[src/rtl/iq_demod_pkg.sv]
package iq_demod_pkg;

  // Position of the current sample in the four-step cycle.
  typedef enum logic [1:0] {
    PH_POS_I = 2'd0,
    PH_POS_Q = 2'd1,
    PH_NEG_I = 2'd2,
    PH_NEG_Q = 2'd3
  } phaseE;

  // Strobes from the control to the datapath for the current sample.
  typedef struct packed {
    logic loadI;    // capture this sample as the in-phase half
    logic emit;     // this sample completes a complex word
    logic negate;   // sample sits in a negated slot
    logic pairIdx;  // 0: +I/+Q pair, 1: -I/-Q pair
  } ctrlStrobeT;

endpackage

[src/rtl/iq_demod_ctrl.sv]
module iq_demod_ctrl
  import iq_demod_pkg::*;
(
  input  logic       clk,
  input  logic       rstN,
  input  logic       syncIn,
  output ctrlStrobeT strobe,
  output logic       validOut
);

  phaseE phaseQ;
  logic  syncedQ;
  logic  validQ;

  // Strobes come straight from the slot counter; a sync step discards its sample.
  always_comb begin
    strobe.loadI   = !syncIn && !phaseQ[0];
    strobe.emit    = !syncIn && phaseQ[0] && syncedQ;
    strobe.negate  = phaseQ[1];
    strobe.pairIdx = phaseQ[1];
  end

  always_ff @(posedge clk or negedge rstN) begin
    if (!rstN) begin
      phaseQ  <= PH_POS_I;
      syncedQ <= 1'b0;
      validQ  <= 1'b0;
    end else begin
      validQ <= strobe.emit;
      if (syncIn) begin
        phaseQ  <= PH_POS_I;
        syncedQ <= 1'b1;
      end else begin
        phaseQ <= phaseE'(phaseQ + 2'd1);
      end
    end
  end

  assign validOut = validQ;

  a_r6_single_pulse: assert property (@(posedge clk) disable iff (!rstN)
    validQ |=> !validQ);

  a_r7_sync_restart: assert property (@(posedge clk) disable iff (!rstN)
    syncIn |=> (phaseQ == PH_POS_I) && !validQ);

  a_r2_quiet_unsynced: assert property (@(posedge clk) disable iff (!rstN)
    !syncedQ |=> !validQ);

  a_r4_slot_advance: assert property (@(posedge clk) disable iff (!rstN)
    !syncIn |=> phaseQ == phaseE'($past(phaseQ) + 2'd1));

endmodule

[src/rtl/iq_demod_path.sv]
module iq_demod_path
  import iq_demod_pkg::*;
#(
  parameter int WIDTH = 16
) (
  input  logic                    clk,
  input  logic                    rstN,
  input  logic signed [WIDTH-1:0] sampleIn,
  input  ctrlStrobeT              strobe,
  output logic signed [WIDTH-1:0] outI,
  output logic signed [WIDTH-1:0] outQ,
  output logic                    outPhase
);

  localparam logic signed [WIDTH-1:0] MIN_CODE = {1'b1, {(WIDTH-1){1'b0}}};
  localparam logic signed [WIDTH-1:0] MAX_CODE = {1'b0, {(WIDTH-1){1'b1}}};

  logic signed [WIDTH-1:0] negVal;
  logic signed [WIDTH-1:0] slotVal;
  logic signed [WIDTH-1:0] iHold;

  // Saturating sign flip: the lone code without a positive twin clamps high.
  always_comb begin
    if (sampleIn == MIN_CODE) negVal = MAX_CODE;
    else                      negVal = -sampleIn;
    slotVal = strobe.negate ? negVal : sampleIn;
  end

  always_ff @(posedge clk or negedge rstN) begin
    if (!rstN) begin
      iHold    <= '0;
      outI     <= '0;
      outQ     <= '0;
      outPhase <= 1'b0;
    end else begin
      if (strobe.loadI) iHold <= slotVal;
      if (strobe.emit) begin
        outI     <= iHold;
        outQ     <= slotVal;
        outPhase <= strobe.pairIdx;
      end
    end
  end

  a_r5_sat_clamp: assert property (@(posedge clk) disable iff (!rstN)
    (strobe.loadI && strobe.negate && sampleIn == MIN_CODE) |=> iHold == MAX_CODE);

  a_r8_data_hold: assert property (@(posedge clk) disable iff (!rstN)
    !strobe.emit |=> $stable(outI) && $stable(outQ) && $stable(outPhase));

  a_r3_q_direct: assert property (@(posedge clk) disable iff (!rstN)
    (strobe.emit && !strobe.negate) |=> outQ == $past(sampleIn));

endmodule

[src/rtl/if_iq_demod.sv]
module if_iq_demod
  import iq_demod_pkg::*;
#(
  parameter int WIDTH = 16
) (
  input  logic                    clk,
  input  logic                    rstN,
  input  logic signed [WIDTH-1:0] sampleIn,
  input  logic                    syncIn,
  output logic signed [WIDTH-1:0] outI,
  output logic signed [WIDTH-1:0] outQ,
  output logic                    outValid,
  output logic                    outPhase
);

  ctrlStrobeT strobe;

  iq_demod_ctrl u_ctrl (
    .clk      (clk),
    .rstN     (rstN),
    .syncIn   (syncIn),
    .strobe   (strobe),
    .validOut (outValid)
  );

  iq_demod_path #(.WIDTH(WIDTH)) u_path (
    .clk      (clk),
    .rstN     (rstN),
    .sampleIn (sampleIn),
    .strobe   (strobe),
    .outI     (outI),
    .outQ     (outQ),
    .outPhase (outPhase)
  );

  a_r1_reset_quiet: assert property (@(posedge clk)
    !rstN |=> !outValid || $past(rstN));

endmodule

[config.mk]
export PLATFORM = sky130hd
export DESIGN_NAME = if_iq_demod
export DESIGN_NICKNAME = d
export VERILOG_FILES = /design/src/rtl/iq_demod_pkg.sv /design/src/rtl/iq_demod_ctrl.sv /design/src/rtl/iq_demod_path.sv /design/src/rtl/if_iq_demod.sv
export SDC_FILE = /design/constraint.sdc
export NUM_CORES = 1
export LEC_CHECK = 0
export ABC_AREA = 1
export BUFFER_PORTS_ARGS = -buffer_cell sky130_fd_sc_hd__buf_2
export CAP_MARGIN = 15
export CELL_PAD_IN_SITES_DETAIL_PLACEMENT = 1
export CELL_PAD_IN_SITES_GLOBAL_PLACEMENT = 2
export CORE_ASPECT_RATIO = 0.9
export CORE_UTILIZATION = 34
export CTS_BUF_LIST = sky130_fd_sc_hd__clkbuf_8
export CTS_CLUSTER_SIZE = 24
export DETAILED_ROUTE_END_ITERATION = 12
export GPL_TIMING_DRIVEN = 1
export PLACE_DENSITY_LB_ADDON = 0.1
export SLEW_MARGIN = 10
export SYNTH_ARGS = -nofsm -noshare
export SYNTH_HDL_FRONTEND = slang
export SYNTH_SLANG_ARGS = --single-unit
[constraint.sdc]
create_clock -name clk -period 1.9 [get_ports clk]
set_input_delay 0.285 -clock clk [delete_from_list [all_inputs] [get_ports clk]]
set_output_delay 0.285 -clock clk [all_outputs]
set_load 0.01 [all_outputs]
=== After elaboration in Yosys (flattened, before gate mapping) ===
Index checks and enable logic that the tools add are counted.

* Bits of input ports: 19
* Output and inout port bits: 34
* Logic and storage cells: 18
* Bits in registers: 53

* Equality and inequality tests: 1
* Add/sub/neg operators: 2
* Reduce and logical (&&, ||, !) cells: 5
* Mux-type cells: 3

{| class="wikitable"
|+ Operators with widths
! operator !! count
|-
| two-way mux 16 bit || 2
|-
| equality test 16 bit (second input constant) || 1
|-
| negator 16 bit || 1
|-
| logical AND 1 bit || 3
|-
| adder 2 x 1 -> 2 bit (second input constant) || 1
|-
| logical NOT 1 bit || 2
|-
| two-way mux 2 bit || 1
|}

=== Depth between registers and ports, before layout ===
Gate-level depths: netlist of the first run.

* Word-level depth: 3
* Mapped depth: 10
* Mapped depth without buffers: 10

=== Cells and area by module ===
A second synthesis of the first run with hierarchy kept.

* Cell total of the unflattened synthesis: 323
* Area total of the unflattened synthesis: 2557.5 um2

{| class="wikitable"
|+ By module, submodules not included
! module !! area each (um2) !! sequential area each (um2) !! instances !! cells each
|-
| iq_demod_path || 2404.8 || 1226.2 || 1 || 307
|-
| iq_demod_ctrl || 152.6 || 100.1 || 1 || 16
|}

=== Worst setup path before layout of the first run ===
OpenSTA, ideal clock, no wires.

* Kind: in2reg
* Start: input port sampleIn[0]
* End: register u_path.outQ[15]
* Cell stages on the path: 8
* Library setup time: 0.118 ns
* Arrival: 1.196 ns
* Slack: 0.585 ns
* Data required time: 1.782 ns
* Path buffers: 1
* Cell sequence: inv_1 ha_1 nand2_2 nor2_4 nand4_4 buf_6 nand4_1 nand2_1

* Word-level cells in the longest chain between the ends: 3
* Elaborated cells on any way between the ends: 4
* Classes of those cells: 1 x add/sub; 1 x eq/ne; 2 x mux

{| class="wikitable"
|+ RTL lines
! item !! line !! RTL
|-
| from (decl) || if_iq_demod.sv:8 || <nowiki>input logic signed [WIDTH-1:0] sampleIn,</nowiki>
|-
| negator 16 bit / equality test 16 bit (equally long branches) || iq_demod_path.sv:25, iq_demod_path.sv:24 ||
|-
| two-way mux 16 bit * || iq_demod_path.sv:24 || <nowiki>if (sampleIn == MIN_CODE) negVal = MAX_CODE;</nowiki>
|-
| two-way mux 16 bit * || iq_demod_path.sv:26 || <nowiki>slotVal = strobe.negate ? negVal : sampleIn;</nowiki>
|-
| to (signal assigned) || iq_demod_path.sv:39 || <nowiki>outQ <= slotVal;</nowiki>
|-
| to (decl) || iq_demod_path.sv:11 || <nowiki>output logic signed [WIDTH-1:0] outQ,</nowiki>
|}

Mark *: on every way between the ends. The rest lies on a longest branch, timed or not.
A chain may end at the register's enable or synchronous reset.

=== Worst setup path in the final report of the first run ===
* Start: register u_ctrl.phaseQ[1]
* End: register u_path.outQ[5]

* Word-level cells in the longest chain between the ends: 1

{| class="wikitable"
|+ RTL lines
! item !! line !! RTL
|-
| from (decl) || iq_demod_ctrl.sv:11 || <nowiki>phaseE phaseQ;</nowiki>
|-
| from (signal assigned) || iq_demod_ctrl.sv:34 || <nowiki>phaseQ <= phaseE'(phaseQ + 2'd1);</nowiki>
|-
| two-way mux 16 bit || iq_demod_path.sv:26 ||
|}

Every way passes these cells.

==> flow_summary_export.csv, run 1 <==
group,metric,value,unit
status,status,"completed",
detailed_routing,vias_per_cell,4.68,
detailed_routing,routedWlPerCell,13.9,um
grt,grt.met2_usage,30.3,%
place,gp_congestion,0.851,
detailed_routing,route.detailed.drc,0,
clocking,clkTransAtPathRegs,100,ps
sta,hold_violations,0,
grt,grt_pass1_wl,11100,um
logic_synthesis,postSynthAreaPerCell,7.71,sq um
setup_path,path_class,"register to register",
sta,rsz0062_at_grt,"false",
floorplanning,core,7150,sq um
logic_synthesis,yosysWarnings,0,
hold_path,hold_class,"primary input to register",
floorplanning,fp.dieH,84.1,um
clocking,clkSinkCount,53,
logic_synthesis,synth_cell_type_count,23,
layout,nNetsFinal,404,
setup_path,rr_worst_depth,6,
logic_synthesis,synth_cells,330,
sta,period_share,85.9,%
layout,synthToLayoutAreaGrowth,18.3,%
logic_synthesis,ys_seq_area_share,52.1,%
setup_path,cp-start-kind,"register",
logic_synthesis,synth_edf_count,0,
clocking,cts-htree-levels,2,
logic_synthesis,synth_fp_nets,350,
hold_path,hold_end,"u_ctrl.phaseQ[1]$_DFF_PN0_",
grt,grt_max_degree,54,
clocking,cts_tree,"built",
place,numPortBuffers,52,
sta,relSlewSlack,67.2,%
job,max_cap_viol_count,0,
clocking,cts_made_buffers,5,
logic_synthesis,synth_top_cell_by_area,"dfrtp_1",
grt,grt.met1_usage,25.1,%
power_and_ir_drop,ir_drop,0.345,mV
clocking,clk_latency,310,ps
detailed_routing,firstDrtPassIters,4,
logic_synthesis,syn_area,2540,sq um
logic_synthesis,async_reset_ff_share,100,%
setup_path,cp.arrival,1890,ps
setup_path,cp.required,2150,ps
grt,track_usage,18.5,%
floorplanning,die_area,7840,sq um
detailed_routing,dr.first_iter.drc_count,45,
grt,globalRouteMet3Util,3.10,%
setup_path,worstPathMaxFanout,9,
floorplanning,die_w,93.2,um
detailed_routing,via_count,2235,
grt,grt_overflow,0,
grt,antenna_found_initial,0,
layout,antenna_cells,0,
logic_synthesis,ys.flop_type,"dfrtp_1",
logic_synthesis,synthTopCellsByArea,"dfrtp_1 (52%), nand2_1 (25%), nand3_2 (3.1%)",
layout,layout_commonest_cell,"nand2_1",
hold_path,hold_depth,2,
grt,busiest_layer,"met2",
floorplanning,initial_core_util,35.6,%
detailed_routing,ant_nets,0,
setup_path,cp-end-kind,"register",
layout,num-fill-cells,917,
power_and_ir_drop,powerDensity,917,nW/um^2
logic_synthesis,yosys_register_bits,53,
logic_synthesis,synth_top_area_share,52.1,%
grt,grt_pass1_vias,2271,
clocking,root_buffer,"clkbuf_8",
sta,period_minus_slack,1630,ps
clocking,cts_buffer_depth,2,
sta,tightest_slew,491,ps
setup_path,rrSetupSlack,270,ps
setup_path,r2r_end,"u_path.outQ[5]$_DFFE_PN0P_",
detailed_routing,routed_wl,6670,um
clocking,postCtsSetupBuffers,0,
floorplanning,rows,29,
layout,drive_gt1_share,22.1,%
sta,whs,170,ps
place,dpl.hpwl,4900,um
sta,clock_skew,4.58,ps
setup_path,rr_startpoint,"u_ctrl.phaseQ[1]$_DFF_PN0_",
sta,totalNegativeSetupSlack,0,ps
power_and_ir_drop,p_leak,0.00172,uW
sta,slew_viol_final,0,
floorplanning,io_pins,53,
layout,layout_common_cells,"nand2_1 (168), dfrtp_1 (53), buf_2 (52)",
hold_path,hold_start,"syncIn",
clocking,postCtsResizedCells,0,
sta,finalSetupViolations,0,
sta,fmax,613,MHz
[cell usage after synthesis (all sizes together), types with 2 or more instances]
| cell | count |
|---|---|
| nand3 | 22 |
| clkbuf | 4 |
| xnor2 | 2 |
| nand2 | 169 |
| or2 | 4 |
| o21ai | 15 |
| nand4 | 4 |
| inv | 24 |
| nor2 | 22 |
| dfrtp | 53 |
| buf | 8 |
[worst max-delay path by stage]
stage	start	to	slack (ps)
finish	u_ctrl.phaseQ[1]$_DFF_PN0_	u_path.outQ[5]$_DFFE_PN0P_	270
detailed placement	sampleIn[0]	u_path.iHold[1]$_DFFE_PN0P_	160
CTS	u_ctrl.phaseQ[1]$_DFF_PN0_	u_path.outQ[5]$_DFFE_PN0P_	240
floorplan	sampleIn[0]	u_path.outQ[15]$_DFFE_PN0P_	590
global route	u_ctrl.phaseQ[1]$_DFF_PN0_	u_path.outQ[5]$_DFFE_PN0P_	150
global placement	sampleIn[0]	u_path.outQ[3]$_DFFE_PN0P_	190
[through the flow]
step	worst slack [ps]	power, uW	util, %	cells	instance area, sq um
CTS	243	2810	42.1	478	3010
global route	152	2950	42.1	478	3010
floorplan	585	1840	-	330	2540
global placement	194	2140	40.8	469	2920
finish	268	2760	42.1	478	3010
detailed placement	156	2160	40.8	469	2920
[state kept, by name, indices dropped and copies added, names as in the netlist]
register	cells
u_path.iHold	16
u_path.outI	16
u_path.outQ	16
u_ctrl.phaseQ	2
u_ctrl.syncedQ	1
u_ctrl.validOut	1
u_path.outPhase	1
[cell type report]
class	instances	area, sq um	area share, %
well taps	93	116	3.86
clock inverters	3	17.5	0.582
multi-input cells	241	1060	35.4
inverters	24	90.1	2.99
flip-flops and latches	53	1330	44.0
clock buffers	5	68.8	2.29
repair buffers	59	328	10.9
[cell families (layout without fill, tap and decap cells)]
family	after synthesis	count (layout)	synth area share, %
buffers and inverters	36	91	6.05
xor gates and xnor gates	2	2	0.688
DFF	53	53	52.1
AOI/OAI and AO/OA	15	15	2.95
adders and majority gates	1	1	0.492
and+or+nand+nor	223	223	37.7
[power breakdown]
part           internal (uW)  switching (uW)
sequential              1330             112
combinational            267             411
clock                    258             380
[what timing repair did]
action | 4_1_cts | 5_1_grt
setup endpoints to repair | 0 | 0
endpoints found under the hold margin | 53 | 0
hold buffers | 1 | 0
[metal layers]
| metal | wire length [um] | share of wire (%) | vias up |
|---|---|---|---|
| met2 | 3100 | 47 | 47 |
| met3 | 245 | 3.7 | 7 |
| met5 | 0 | 0 | - |
| met4 | 67 | 1.0 | 0 |
| met1 | 3250 | 49 | 1063 |
| li1 | - | - | 1118 |
[worst max-delay path, stage by stage, from the launching register on]
cell	delay [ps]
dfrtp_1	600
inv_1	250
nor3_1	210
nand4_1	150
nand3_1	200
nand2_1	90
nand2_1	70
No activity file was read; power rests on OpenSTA's default activity.
==> inputs of run 2 (changes only) <==
--- a/config.mk
+++ b/config.mk
@@ -16,7 +16,7 @@
 export CTS_CLUSTER_SIZE = 24
 export DETAILED_ROUTE_END_ITERATION = 12
 export GPL_TIMING_DRIVEN = 1
-export PLACE_DENSITY_LB_ADDON = 0.1
+export PLACE_DENSITY = 0.95
 export SLEW_MARGIN = 10
 export SYNTH_ARGS = -nofsm -noshare
 export SYNTH_HDL_FRONTEND = slang
==> run 2 against run 1 <==
- cell area down 0.12%
- sequential power about the same
- clock skew increased by 14 ps
- wire length shrank 5.5%
- via count fell by 0.98%
- utilization shrank 0.052 points
- largest power group unchanged
==> flow_summary_export.csv, run 2 (synthesis results as in run 1) <==
group,metric,value,unit
clocking,postCtsResizedCells,0,
layout,final_area,3010,sq um
detailed_routing,dr.first_iter.drc_count,93,
clocking,clkTransAtPathRegs,100,ps
sta,clock_skew,18.9,ps
layout,final_cells,476,
layout,antenna_cells,0,
power_and_ir_drop,p_leak,0.00172,uW
sta,relSlewSlack,55.7,%
sta,tightest_slew,665,ps
power_and_ir_drop,clkPwrFrac,26.9,%
layout,nNetsFinal,402,
power_and_ir_drop,comb_power_share,23.1,%
grt,antenna_found_initial,0,
status,status,"completed",
power_and_ir_drop,p_int,1990,uW
detailed_routing,firstDrtPassIters,4,
power_and_ir_drop,ir_drop,0.383,mV
power_and_ir_drop,switching_power,899,uW
grt,track_usage,18.2,%
sta,period_share,77.0,%
detailed_routing,via_count,2213,
setup_path,worstPathMaxFanout,8,
power_and_ir_drop,switching_share,31.1,%
detailed_routing,vias_per_cell,4.65,
detailed_routing,ant_nets,0,
detailed_routing,routed_wl,6300,um
clocking,root_buffer,"clkbuf_8",
clocking,postCtsSetupBuffers,0,
sta,rsz0062_at_grt,"false",
sta,finalSetupViolations,0,
setup_path,cp.required,2160,ps
detailed_routing,routedWlPerCell,13.2,um
clocking,cts_buffer_depth,2,
sta,whs,66.3,ps
grt,grt_pass1_wl,11100,um
clocking,cts_tree,"built",
clocking,cts_hold_buf,0,
floorplanning,core,7150,sq um
clocking,clk_latency,310,ps
floorplanning,rows,29,
sta,fmax,684,MHz
sta,period_minus_slack,1460,ps
place,numPortBuffers,52,
floorplanning,io_pins,53,
hold_path,hold_class,"primary input to async pin",
sta,totalNegativeSetupSlack,0,ps
floorplanning,die_w,93.2,um
setup_path,cp-start-kind,"register",
place,gp_congestion,0.811,
setup_path,cp.arrival,1720,ps
job,max_cap_viol_count,0,
setup_path,cp-end-kind,"register",
place,place_area,2900,sq um
layout,synthToLayoutAreaGrowth,18.2,%
floorplanning,die_area,7840,sq um
sta,hold_violations,0,
detailed_routing,route.detailed.drc,0,
layout,drive_gt1_share,22.2,%
clocking,cts_made_buffers,5,
floorplanning,initial_core_util,35.6,%
clocking,cts-htree-levels,2,
grt,grt_max_degree,54,
layout,layout_common_cells,"nand2_1 (168), dfrtp_1 (53), buf_2 (52)",
grt,grt_overflow,0,
layout,top_regs,"u_path.iHold: 16 flops, u_path.outI: 16 flops, u_path.outQ: 16 flops",
power_and_ir_drop,seq_power_share,50.0,%
layout,layout_commonest_cell,"nand2_1",
floorplanning,fp.dieH,84.1,um
grt,grt_pass1_vias,2356,
power_and_ir_drop,powerDensity,960,nW/um^2
place,dp_cells,468,
setup_path,path_class,"register to register",
sta,slew_viol_final,0,
clocking,clkSinkCount,53,
place,dpl.hpwl,4700,um
## run 2: cell types whose count changed in the layout (fill, tap and decap cells not counted)
| cell | change |
|---|---|
| buf_12 | -1 |
| bufinv_16 | +1 |
| dlygate4sd3_1 | -1 |
| inv_1 | -1 |
## run 2: power groups by stage
stage / Sequential, uW / Combinational (uW) / Clock, uW
after floorplan: 1520 / 320 / 0
final: 1440 / 667 / 778
after global routing: 1480 / 771 / 850
after detailed placement: 1470 / 679 / 0
after global placement: 1460 / 660 / 0
after CTS: 1450 / 683 / 811
## run 2: worst max-delay path, stage by stage (launching register included)
cell     delay [ps]
dfrtp_1         540
inv_1           230
nor3_1          200
nand4_1         140
nand3_1         160
nand2_1          70
nand2_1          70
## run 2: path summary, 6_finish.rpt
kind,start,endpoint,slack [ps],cells past startpoint
setup / recovery,u_ctrl.phaseQ[1]$_DFF_PN0_,u_path.outQ[5]$_DFFE_PN0P_,440,6
hold / removal,rstN,u_path.outI[2]$_DFFE_PN0P_,70,2
setup reg to reg,u_ctrl.phaseQ[1]$_DFF_PN0_,u_path.outQ[5]$_DFFE_PN0P_,440,6
hold reg to reg,u_path.outI[15]$_DFFE_PN0P_,u_path.outI[15]$_DFFE_PN0P_,480,2
max in group asynchronous,rstN,u_path.outQ[6]$_DFFE_PN0P_,1370,2
min in group clk,syncIn,u_ctrl.phaseQ[1]$_DFF_PN0_,190,2
## run 2: final cells by class
cell class / count / area, sq um
clock inverter: 3 / 43.8
clock buffer: 5 / 68.8
timing repair buffer: 57 / 298
inverter: 24 / 90.1
fill: 896 / 4140
multi-input combinational: 241 / 1060
sequential: 53 / 1330
tap: 93 / 116
## run 2: routing by layer
layer	share of wire (%)	track usage (%)	vias up
li1	-	-	1114
met4	1.3	5.45	0
met2	45	28.7	36
met3	2.9	3.01	7
met1	51	25.4	1056
met5	0	0	-
## run 2: per-stage QoR
| step | setup WS, ps | util, % | power, uW |
|---|---|---|---|
| finish | 438 | 42.1 | 2890 |
| global placement | 238 | 40.5 | 2120 |
| detailed placement | 213 | 40.5 | 2150 |
| CTS | 405 | 42.1 | 2940 |
| floorplan | 585 | - | 1840 |
| global route | 279 | 42.1 | 3100 |
